===== src/rtl/wg_pkg.sv =====
package wg_pkg;

  // Controller states; the ordering carries no meaning outside this block.
  typedef enum logic [1:0] {
    ST_FWD   = 2'b00,  // traffic passes through
    ST_ADDR  = 2'b01,  // refused address being accepted locally
    ST_DRAIN = 2'b10,  // refused data beats being discarded
    ST_RESP  = 2'b11   // local error response being offered
  } wg_state_e;

  localparam logic [1:0] RSP_OKAY   = 2'b00;
  localparam logic [1:0] RSP_DECERR = 2'b11;

  // Handshakes are routed to the slave only when idle and permitted.
  function automatic logic path_open(input wg_state_e st, input logic allow);
    return (st == ST_FWD) && allow;
  endfunction

  // The response channel is taken over only while a local reply is due.
  function automatic logic reply_local(input wg_state_e st);
    return st == ST_RESP;
  endfunction

  // A refusal starts when an address is offered without permission.
  function automatic logic refuse_now(input wg_state_e st, input logic allow,
                                      input logic awvalid);
    return (st == ST_FWD) && !allow && awvalid;
  endfunction

endpackage


===== src/rtl/wg_ctrl.sv =====
module wg_ctrl
  import wg_pkg::*;
#(
  parameter int ID_W = 4
) (
  input  logic            clk,
  input  logic            rst_n,
  input  logic            allow,
  input  logic [ID_W-1:0] s_awid,
  input  logic            s_awvalid,
  input  logic            s_wvalid,
  input  logic            s_wlast,
  input  logic            s_bready,
  output wg_state_e       st,
  output logic            loc_awready,
  output logic            loc_wready,
  output logic            loc_bvalid,
  output logic [1:0]      loc_bresp,
  output logic [ID_W-1:0] loc_bid
);

  // Named events, visible to the assertions below.
  logic ev_refuse;
  logic ev_addr_taken;
  logic ev_last_sunk;
  logic ev_reply_done;

  assign ev_refuse     = refuse_now(st, allow, s_awvalid);
  assign ev_addr_taken = (st == ST_ADDR) && loc_awready && s_awvalid;
  assign ev_last_sunk  = (st == ST_DRAIN) && loc_wready && s_wvalid && s_wlast;
  assign ev_reply_done = (st == ST_RESP) && loc_bvalid && s_bready;

  always_ff @(posedge clk) begin
    if (!rst_n) begin
      st          <= ST_FWD;
      loc_awready <= 1'b0;
      loc_wready  <= 1'b0;
      loc_bvalid  <= 1'b0;
      loc_bresp   <= RSP_OKAY;
      loc_bid     <= '0;
    end else begin
      case (st)
        ST_FWD: begin
          if (ev_refuse) begin
            loc_awready <= 1'b1;
            loc_bid     <= s_awid;
            st          <= ST_ADDR;
          end
        end
        ST_ADDR: begin
          if (ev_addr_taken) begin
            loc_awready <= 1'b0;
            loc_wready  <= 1'b1;
            st          <= ST_DRAIN;
          end
        end
        ST_DRAIN: begin
          if (ev_last_sunk) begin
            loc_wready <= 1'b0;
            loc_bvalid <= 1'b0;
            st         <= ST_RESP;
          end
        end
        ST_RESP: begin
          if (!loc_bvalid) begin
            loc_bvalid <= 1'b1;
            loc_bresp  <= RSP_DECERR;
          end else if (ev_reply_done) begin
            loc_bvalid <= 1'b0;
            loc_bresp  <= RSP_OKAY;
            st         <= ST_FWD;
          end
        end
        default: st <= ST_FWD;
      endcase
    end
  end

  // a refused offer is answered by a local address ready next cycle
  a_r3_refuse_takes_addr: assert property (@(posedge clk) disable iff (!rst_n)
    ev_refuse |=> (st == ST_ADDR) && loc_awready);

  // the local address ready is withdrawn after its handshake
  a_r3_addr_ready_drops: assert property (@(posedge clk) disable iff (!rst_n)
    ev_addr_taken |=> !loc_awready && (st == ST_DRAIN));

  // data is always accepted while draining
  a_r4_drain_ready: assert property (@(posedge clk) disable iff (!rst_n)
    (st == ST_DRAIN) |-> loc_wready);

  // the last beat ends the drain
  a_r4_last_ends_drain: assert property (@(posedge clk) disable iff (!rst_n)
    ev_last_sunk |=> (st == ST_RESP) && !loc_wready && !loc_bvalid);

  // an unaccepted local response is held with its ID
  a_r5_reply_held: assert property (@(posedge clk) disable iff (!rst_n)
    ((st == ST_RESP) && loc_bvalid && !s_bready) |=> loc_bvalid && $stable(loc_bid));

  // once accepted, the block is idle again
  a_r5_reply_done: assert property (@(posedge clk) disable iff (!rst_n)
    ev_reply_done |=> (st == ST_FWD) && !loc_bvalid);

  // the reply ID is the refused request's ID
  a_r6_bid_captured: assert property (@(posedge clk) disable iff (!rst_n)
    ev_refuse |=> loc_bid == $past(s_awid));

  // at most one locally driven handshake is active at a time
  a_r8_local_exclusive: assert property (@(posedge clk) disable iff (!rst_n)
    $onehot0({loc_awready, loc_wready, loc_bvalid}));

endmodule


===== src/rtl/wg_route.sv =====
module wg_route
  import wg_pkg::*;
#(
  parameter int ID_W   = 4,
  parameter int ADDR_W = 32,
  parameter int DATA_W = 32,
  parameter int USER_W = 2
) (
  input  wg_state_e         st,
  input  logic              allow,
  input  logic              loc_awready,
  input  logic              loc_wready,
  input  logic              loc_bvalid,
  input  logic [1:0]        loc_bresp,
  input  logic [ID_W-1:0]   loc_bid,
  input  logic [ID_W-1:0]   s_awid,
  input  logic [ADDR_W-1:0] s_awaddr,
  input  logic [7:0]        s_awlen,
  input  logic [2:0]        s_awsize,
  input  logic [1:0]        s_awburst,
  input  logic [2:0]        s_awprot,
  input  logic [USER_W-1:0] s_awuser,
  input  logic              s_awvalid,
  output logic              s_awready,
  input  logic [DATA_W-1:0] s_wdata,
  input  logic [DATA_W/8-1:0] s_wstrb,
  input  logic              s_wlast,
  input  logic [USER_W-1:0] s_wuser,
  input  logic              s_wvalid,
  output logic              s_wready,
  output logic [ID_W-1:0]   s_bid,
  output logic [1:0]        s_bresp,
  output logic [USER_W-1:0] s_buser,
  output logic              s_bvalid,
  input  logic              s_bready,
  output logic [ID_W-1:0]   m_awid,
  output logic [ADDR_W-1:0] m_awaddr,
  output logic [7:0]        m_awlen,
  output logic [2:0]        m_awsize,
  output logic [1:0]        m_awburst,
  output logic [2:0]        m_awprot,
  output logic [USER_W-1:0] m_awuser,
  output logic              m_awvalid,
  input  logic              m_awready,
  output logic [DATA_W-1:0] m_wdata,
  output logic [DATA_W/8-1:0] m_wstrb,
  output logic              m_wlast,
  output logic [USER_W-1:0] m_wuser,
  output logic              m_wvalid,
  input  logic              m_wready,
  input  logic [ID_W-1:0]   m_bid,
  input  logic [1:0]        m_bresp,
  input  logic [USER_W-1:0] m_buser,
  input  logic              m_bvalid,
  output logic              m_bready
);

  logic open_path;
  logic own_reply;

  assign open_path = path_open(st, allow);
  assign own_reply = reply_local(st);

  // Payload fields always flow through unchanged.
  assign m_awid    = s_awid;
  assign m_awaddr  = s_awaddr;
  assign m_awlen   = s_awlen;
  assign m_awsize  = s_awsize;
  assign m_awburst = s_awburst;
  assign m_awprot  = s_awprot;
  assign m_awuser  = s_awuser;
  assign m_wdata   = s_wdata;
  assign m_wstrb   = s_wstrb;
  assign m_wlast   = s_wlast;
  assign m_wuser   = s_wuser;
  assign s_buser   = m_buser;
  assign m_bready  = s_bready;

  // The block never offers anything of its own to the slave.
  assign m_awvalid = open_path ? s_awvalid : 1'b0;
  assign m_wvalid  = open_path ? s_wvalid  : 1'b0;
  assign s_awready = open_path ? m_awready : loc_awready;
  assign s_wready  = open_path ? m_wready  : loc_wready;

  assign s_bvalid  = own_reply ? loc_bvalid : m_bvalid;
  assign s_bresp   = own_reply ? loc_bresp  : m_bresp;
  assign s_bid     = own_reply ? loc_bid    : m_bid;

endmodule


===== src/rtl/axi_wr_gate.sv =====
module axi_wr_gate
  import wg_pkg::*;
#(
  parameter int ID_W   = 4,
  parameter int ADDR_W = 32,
  parameter int DATA_W = 32,
  parameter int USER_W = 2
) (
  input  logic                clk,
  input  logic                rst_n,
  input  logic                allow_wr,
  input  logic [ID_W-1:0]     s_awid,
  input  logic [ADDR_W-1:0]   s_awaddr,
  input  logic [7:0]          s_awlen,
  input  logic [2:0]          s_awsize,
  input  logic [1:0]          s_awburst,
  input  logic [2:0]          s_awprot,
  input  logic [USER_W-1:0]   s_awuser,
  input  logic                s_awvalid,
  output logic                s_awready,
  input  logic [DATA_W-1:0]   s_wdata,
  input  logic [DATA_W/8-1:0] s_wstrb,
  input  logic                s_wlast,
  input  logic [USER_W-1:0]   s_wuser,
  input  logic                s_wvalid,
  output logic                s_wready,
  output logic [ID_W-1:0]     s_bid,
  output logic [1:0]          s_bresp,
  output logic [USER_W-1:0]   s_buser,
  output logic                s_bvalid,
  input  logic                s_bready,
  output logic [ID_W-1:0]     m_awid,
  output logic [ADDR_W-1:0]   m_awaddr,
  output logic [7:0]          m_awlen,
  output logic [2:0]          m_awsize,
  output logic [1:0]          m_awburst,
  output logic [2:0]          m_awprot,
  output logic [USER_W-1:0]   m_awuser,
  output logic                m_awvalid,
  input  logic                m_awready,
  output logic [DATA_W-1:0]   m_wdata,
  output logic [DATA_W/8-1:0] m_wstrb,
  output logic                m_wlast,
  output logic [USER_W-1:0]   m_wuser,
  output logic                m_wvalid,
  input  logic                m_wready,
  input  logic [ID_W-1:0]     m_bid,
  input  logic [1:0]          m_bresp,
  input  logic [USER_W-1:0]   m_buser,
  input  logic                m_bvalid,
  output logic                m_bready
);

  wg_state_e       st;
  logic            loc_awready;
  logic            loc_wready;
  logic            loc_bvalid;
  logic [1:0]      loc_bresp;
  logic [ID_W-1:0] loc_bid;

  wg_ctrl #(.ID_W(ID_W)) u_ctrl (
    .clk         (clk),
    .rst_n       (rst_n),
    .allow       (allow_wr),
    .s_awid      (s_awid),
    .s_awvalid   (s_awvalid),
    .s_wvalid    (s_wvalid),
    .s_wlast     (s_wlast),
    .s_bready    (s_bready),
    .st          (st),
    .loc_awready (loc_awready),
    .loc_wready  (loc_wready),
    .loc_bvalid  (loc_bvalid),
    .loc_bresp   (loc_bresp),
    .loc_bid     (loc_bid)
  );

  wg_route #(
    .ID_W(ID_W), .ADDR_W(ADDR_W), .DATA_W(DATA_W), .USER_W(USER_W)
  ) u_route (
    .st          (st),
    .allow       (allow_wr),
    .loc_awready (loc_awready),
    .loc_wready  (loc_wready),
    .loc_bvalid  (loc_bvalid),
    .loc_bresp   (loc_bresp),
    .loc_bid     (loc_bid),
    .s_awid      (s_awid),
    .s_awaddr    (s_awaddr),
    .s_awlen     (s_awlen),
    .s_awsize    (s_awsize),
    .s_awburst   (s_awburst),
    .s_awprot    (s_awprot),
    .s_awuser    (s_awuser),
    .s_awvalid   (s_awvalid),
    .s_awready   (s_awready),
    .s_wdata     (s_wdata),
    .s_wstrb     (s_wstrb),
    .s_wlast     (s_wlast),
    .s_wuser     (s_wuser),
    .s_wvalid    (s_wvalid),
    .s_wready    (s_wready),
    .s_bid       (s_bid),
    .s_bresp     (s_bresp),
    .s_buser     (s_buser),
    .s_bvalid    (s_bvalid),
    .s_bready    (s_bready),
    .m_awid      (m_awid),
    .m_awaddr    (m_awaddr),
    .m_awlen     (m_awlen),
    .m_awsize    (m_awsize),
    .m_awburst   (m_awburst),
    .m_awprot    (m_awprot),
    .m_awuser    (m_awuser),
    .m_awvalid   (m_awvalid),
    .m_awready   (m_awready),
    .m_wdata     (m_wdata),
    .m_wstrb     (m_wstrb),
    .m_wlast     (m_wlast),
    .m_wuser     (m_wuser),
    .m_wvalid    (m_wvalid),
    .m_wready    (m_wready),
    .m_bid       (m_bid),
    .m_bresp     (m_bresp),
    .m_buser     (m_buser),
    .m_bvalid    (m_bvalid),
    .m_bready    (m_bready)
  );

  // outside forwarding nothing is offered to the slave
  a_r2_no_leak: assert property (@(posedge clk) disable iff (!rst_n)
    (st != ST_FWD) |-> (!m_awvalid && !m_wvalid));

  // a response seen by the master during the local reply is DECERR
  a_r5_decerr_code: assert property (@(posedge clk) disable iff (!rst_n)
    (s_bvalid && (st == ST_RESP)) |-> (s_bresp == RSP_DECERR));

  // the slave's response valid cannot reach the master during the local reply
  a_r7_slave_b_masked: assert property (@(posedge clk) disable iff (!rst_n)
    ((st == ST_RESP) && !loc_bvalid) |-> !s_bvalid);

endmodule


===== config.mk =====
export PLATFORM = sky130hd
export DESIGN_NAME = axi_wr_gate
export DESIGN_NICKNAME = d
export VERILOG_FILES = /design/src/rtl/wg_pkg.sv /design/src/rtl/wg_ctrl.sv /design/src/rtl/wg_route.sv /design/src/rtl/axi_wr_gate.sv
export SDC_FILE = /design/constraint.sdc
export NUM_CORES = 1
export LEC_CHECK = 0
export BUFFER_PORTS_ARGS = -buffer_cell sky130_fd_sc_hd__buf_2
export CORE_AREA = 3 3 83 85
export DETAILED_ROUTE_END_ITERATION = 7
export DIE_AREA = 0 0 86 88
export SLEW_MARGIN = 20
export SYNTH_ARGS = -nofsm -noshare
export SYNTH_HDL_FRONTEND = slang
export SYNTH_SLANG_ARGS = --single-unit

===== constraint.sdc =====
create_clock -name clk -period 2.3 [get_ports clk]
set_input_delay 0.345 -clock clk [delete_from_list [all_inputs] [get_ports clk]]
set_output_delay 0.345 -clock clk [all_outputs]
set_load 0.05 [all_outputs]

Yosys cells after proc, flatten, opt, wreduce, memory -nomap -nowiden
Index checks and enable logic that the tools add are counted.

Eq/ne operators: 9. Muxes and demuxes: 23. Reduce and logical (&&, ||, !) cells: 21.

Operators with widths (count): $mux 2 (7); $mux 1 (11); $logic_and 1x1->1 (10); $pmux 2 s4 (1); $ne 2x1->1 const B (3); $ne 2x2->1 const B (3); $pmux 1 s2 (3); $reduce_and 2->1 (3); $reduce_and 3->1 (2); $reduce_bool 2->1 (3); $reduce_and 5->1 (1); $eq 2x2->1 const B (2); $mux 4 (1); $eq 2x1->1 const B (1); $logic_not 2->1 (1); $logic_not 1->1 (1).

Flip-flop bits (word level): 11. Bits of input ports: 110. Output and inout port bits: 107. Word-level logic and storage cells: 59.

Logic depth before layout (Yosys ltp)
Depth after elaboration: 6. Gate-level depth with buffers: 6. Depth with buffers taken out: 6.

Modules after synthesis
From an unflattened synthesis, not the netlist that was laid out.

Cell total of the unflattened synthesis: 164. Area, all modules: 1370.1 um^2.

By module, submodules not included: wg_route (times used 1, cells an instance 109, area an instance 855.8 um^2, sequential area each 0.0 um^2); wg_ctrl (times used 1, cells an instance 55, area an instance 514.2 um^2, sequential area each 200.2 um^2).

Worst setup path after synthesis
Ideal clock, no wire load.

Path kind: reg-to-output. Start: reg u_ctrl.st[0]. End: out s_bresp[0]. Arrival: 1.846 ns. Data required time: 1.955 ns. Setup slack: 0.109 ns. Stages on the path, launching flop included: 4. Path buffers: 1. Path through: dfxtp_1 > ha_1 > clkbuf_1 > o21ai_0.

Word-level cells in the longest chain between the ends: 2.

Ends and longest elaborated chain: start: declaration (RTL line wg_ctrl.sv:14) `output wg_state_e st,`; start signal: assignment (RTL line wg_ctrl.sv:35) `st <= ST_FWD;`; start signal: assignment (RTL line wg_ctrl.sv:47) `st <= ST_ADDR;`; start signal: assignment (RTL line wg_ctrl.sv:54) `st <= ST_DRAIN;`; $eq 2x2->1 (RTL line wg_pkg.sv:21) `return st == ST_RESP;`; $mux 2 (RTL line wg_route.sv:86) `assign s_bresp = own_reply ? loc_bresp : m_bresp;`; end: declaration (RTL line axi_wr_gate.sv:28) `output logic [1:0] s_bresp,`.

No other way between the ends.

Worst setup path in the final report
Start: reg u_ctrl.st[1]. End: out s_bvalid.

Word-level cells in the longest chain between the ends: 2.

Ends and longest elaborated chain: $eq 2x2->1 (RTL line wg_pkg.sv:21); $mux 1 (RTL line wg_route.sv:85) `assign s_bvalid = own_reply ? loc_bvalid : m_bvalid;`; end: declaration (RTL line axi_wr_gate.sv:30) `output logic s_bvalid,`.

No other way between the ends.

==> results.py <==
metrics = {
    "die": {
        "pin_count": 217,
        "start_util_pct": 21.4,
        "rows": 29,
        "die_area_um2": 7570,
        "core_area_um2": 6280,
        "die_y_um": 88,
        "die_w_um": 86,
    },
    "pwr": {
        "pwr-share-comb_pct": 56.8,
        "power-per-cell-area_nw_per_um2": 1070,
        "p_sw_w": 0.000465,
        "leakage_nw": 0.454,
        "clkPwrFrac_pct": 18.2,
        "vdd_drop_max_mv": 0.193,
        "p_sw_share_pct": 46.1,
        "p_int_w": 0.000544,
        "seq_power_share_pct": 25.1,
    },
    "synth": {
        "synth_top_area_share_pct": 53.6,
        "ys_warn_count": 0,
        "synth_top_area_cell": "buf_4",
        "netlist_area_um2": 1350,
        "ys_async_sr_fraction_pct": 0,
        "synth_cell_type_count": 22,
        "synthCells": 169,
        "synth-seq-area-share_pct": 14.9,
        "synth_ff_type": "dfxtp_1",
        "yosysMostFrequentCell": "buf_4",
        "synth_area_per_cell_um2": 7.96,
        "synth_common_cells": "buf_4 (96), nand2_1 (11), dfxtp_1 (10), nor2_1 (8), mux2_2 (7)",
        "synth_fp_nets": 284,
        "synth_edf_count": 0,
        "ys_top_cells_by_area": "buf_4 (54%), dfxtp_1 (15%), mux2_2 (5.9%), ha_1 (4.7%), mux2i_1 (4.5%)",
        "ys_ff_latch": 10,
    },
    "critical_path": {
        "path_buf_inv": 1,
        "cpPeakStageDelay_ns": 0.47,
        "critPathMaxFanout": 12,
        "timing_worst_setup_path_type": "flop to output port",
        "crit_family": "adder cells",
        "end_kind": "output port",
        "start_kind": "flop",
        "cp_data_arrival_time_ns": 1.68,
        "cp.required_ns": 1.96,
        "cp_cell_sequence": "ha_1 > mux2_2 > buf_2",
        "crit_path_top_delay_cell": "ha_1",
    },
    "cells_and_area": {
        "fillers": 722,
        "multi_input_area_um2": 398,
        "regArea_um2": 200,
        "final_nets": 228,
        "diodes": 0,
        "drive_gt1_share_pct": 44.1,
        "area_delta_synth_final_pct": -30.2,
        "fin_area_um2": 938,
    },
    "detailed_routing": {
        "highest_layer": "met4",
        "drc": 0,
        "drt_iter0_drc": 27,
        "met3_length_um": 446,
        "routedWlPerCell_um": 14.7,
        "drt_pass1_iterations": 4,
        "wl_met1_um": 958,
        "wl_um": 2760,
        "antenna_left": 0,
        "vias": 711,
        "met2_length_um": 1130,
        "avgViaCountPerCell": 3.78,
    },
    "clock_tree": {
        "tritoncts": "built",
        "numCtsBuffers": 3,
        "clockRootBuffer": "clkbuf_8",
        "cts_buffer_depth": 2,
        "clock_sinks": 10,
        "cts_resized": 0,
        "cts_setup_buffers": 0,
        "cts-htree-levels": 1,
        "postCtsHoldBufs": 0,
        "clk_latency_ns": 0.23,
        "clk_pin_slew_ns": 0.05,
    },
    "timing": {
        "worst_pin_slew_ns": 0.471,
        "min_period_over_period_pct": 88.0,
        "layout_min_cycle_time_ns": 2.02,
        "rsz0062_at_grt": "false",
        "maxSlewHeadroom_pct": 68.6,
        "setup_violations": 0,
        "finalHoldViolCount": 0,
        "slew_violations": 0,
        "clock_skew_ns": 0.00177,
        "fmax_mhz": 494,
        "setup_tns_ns": 0,
    },
    "run": {
        "maxCapViolations": 0,
    },
    "placement": {
        "gp_congestion": 0.803,
        "io_buffers": 36,
        "dp_hpwl_um": 2300,
        "place_area_um2": 897,
    },
    "worst_hold_path": {
        "hold_path_class": "input pin to flop",
    },
    "grt": {
        "antenna_found_initial": 0,
        "grt_pass1_vias": 720,
        "grt_remaining_overflow": 0,
        "track_usage_pct": 6.86,
        "grt_pass1_wl_um": 3960,
        "grt_start_max_net_pins": 13,
    },
    "status": {
        "status": "complete, no violations",
    },
}
-- final cells by class --
class | count | area share, %
flip-flops and latches | 10 | 21.3
inverters | 6 | 2.40
repair buffers | 36 | 19.2
clock buffers | 3 | 4.40
multi-input cells | 56 | 42.4
well taps | 77 | 10.3
-- metal layers --
metal | GRT usage [%] | vias up
met5 | 0 | -
met4 | 6.76 | 0
met3 | 4.61 | 38
met2 | 8.97 | 58
met1 | 7.15 | 290
li1 | - | 325
-- state kept, by name (all words and copies together), names as in the netlist --
name / cells
u_ctrl.loc_bvalid: 1
u_ctrl.loc_bid: 4
u_ctrl.loc_wready: 1
u_ctrl.st: 2
u_ctrl.loc_bresp: 1
u_ctrl.loc_awready: 1
-- per-stage QoR --
step                hold WS [ns]  utilization (%)  total power, W  instances  setup WS (ns)
floorplan                  0.455                -         0.00114        169          0.109
global placement           0.476             14.3        0.000827        185          0.538
detailed placement         0.485             14.3        0.000833        185          0.509
CTS                        0.355             14.9         0.00102        188          0.253
global route               0.390             14.9         0.00109        188          0.138
finish                     0.355             14.9         0.00101        188          0.277
-- worst paths after layout --
kind	from	depth (start not counted)	end	slack (ns)
max reg2reg	u_ctrl.st[1]	4	u_ctrl.st[0]	0.57
max	u_ctrl.st[1]	3	s_bvalid	0.28
min	s_awid[1]	3	u_ctrl.loc_bid[1]	0.36
min reg2reg	u_ctrl.loc_bid[1]	2	u_ctrl.loc_bid[1]	0.49
-- kinds of logic after synthesis --
kind of cell	synth area share [%]
DFF	14.9
AOI/OAI and AO/OA	6.05
adders and majority gates	4.65
and+or+nand+nor	8.56
buffers and inverters	55.5
muxes	10.3
-- power groups by stage --
stage,Clock [W],Combinational [W],Sequential [W]
floorplan,0,0.000889,0.000247
global placement,0,0.000572,0.000255
detailed placement,0,0.000577,0.000256
CTS,0.000187,0.000579,0.000253
global route,0.000197,0.000632,0.000261
finish,0.000183,0.000573,0.000253
-- cells in the final DEF (no fill, tap or decap) --
master,Yosys,final
a21bo_2,1,1
nand2b_1,1,1
a221oi_1,1,1
and3_1,2,2
dfxtp_1,10,10
a21oi_1,5,5
clkbuf_8,0,3
nor2b_1,1,1
or2_2,1,1
nand3_1,1,1
nand3b_1,1,1
nor2_1,8,8
mux2i_1,6,6
mux2_2,7,7
a221oi_2,1,1
nand2_1,11,11
o21ai_0,3,3
clkinv_1,1,1
ha_1,5,5
a21boi_0,1,1
inv_1,5,5
buf_2,0,36
-- worst register-to-register path, delay by kind of cell (launching register included) --
family	cells	cell delay [ns]
adder cells (fa/ha/maj)	1	0.47
AO/OA/AOI/OAI	3	0.79
flip-flops	1	0.37
Note: power is estimated with default switching activity, not from simulation.
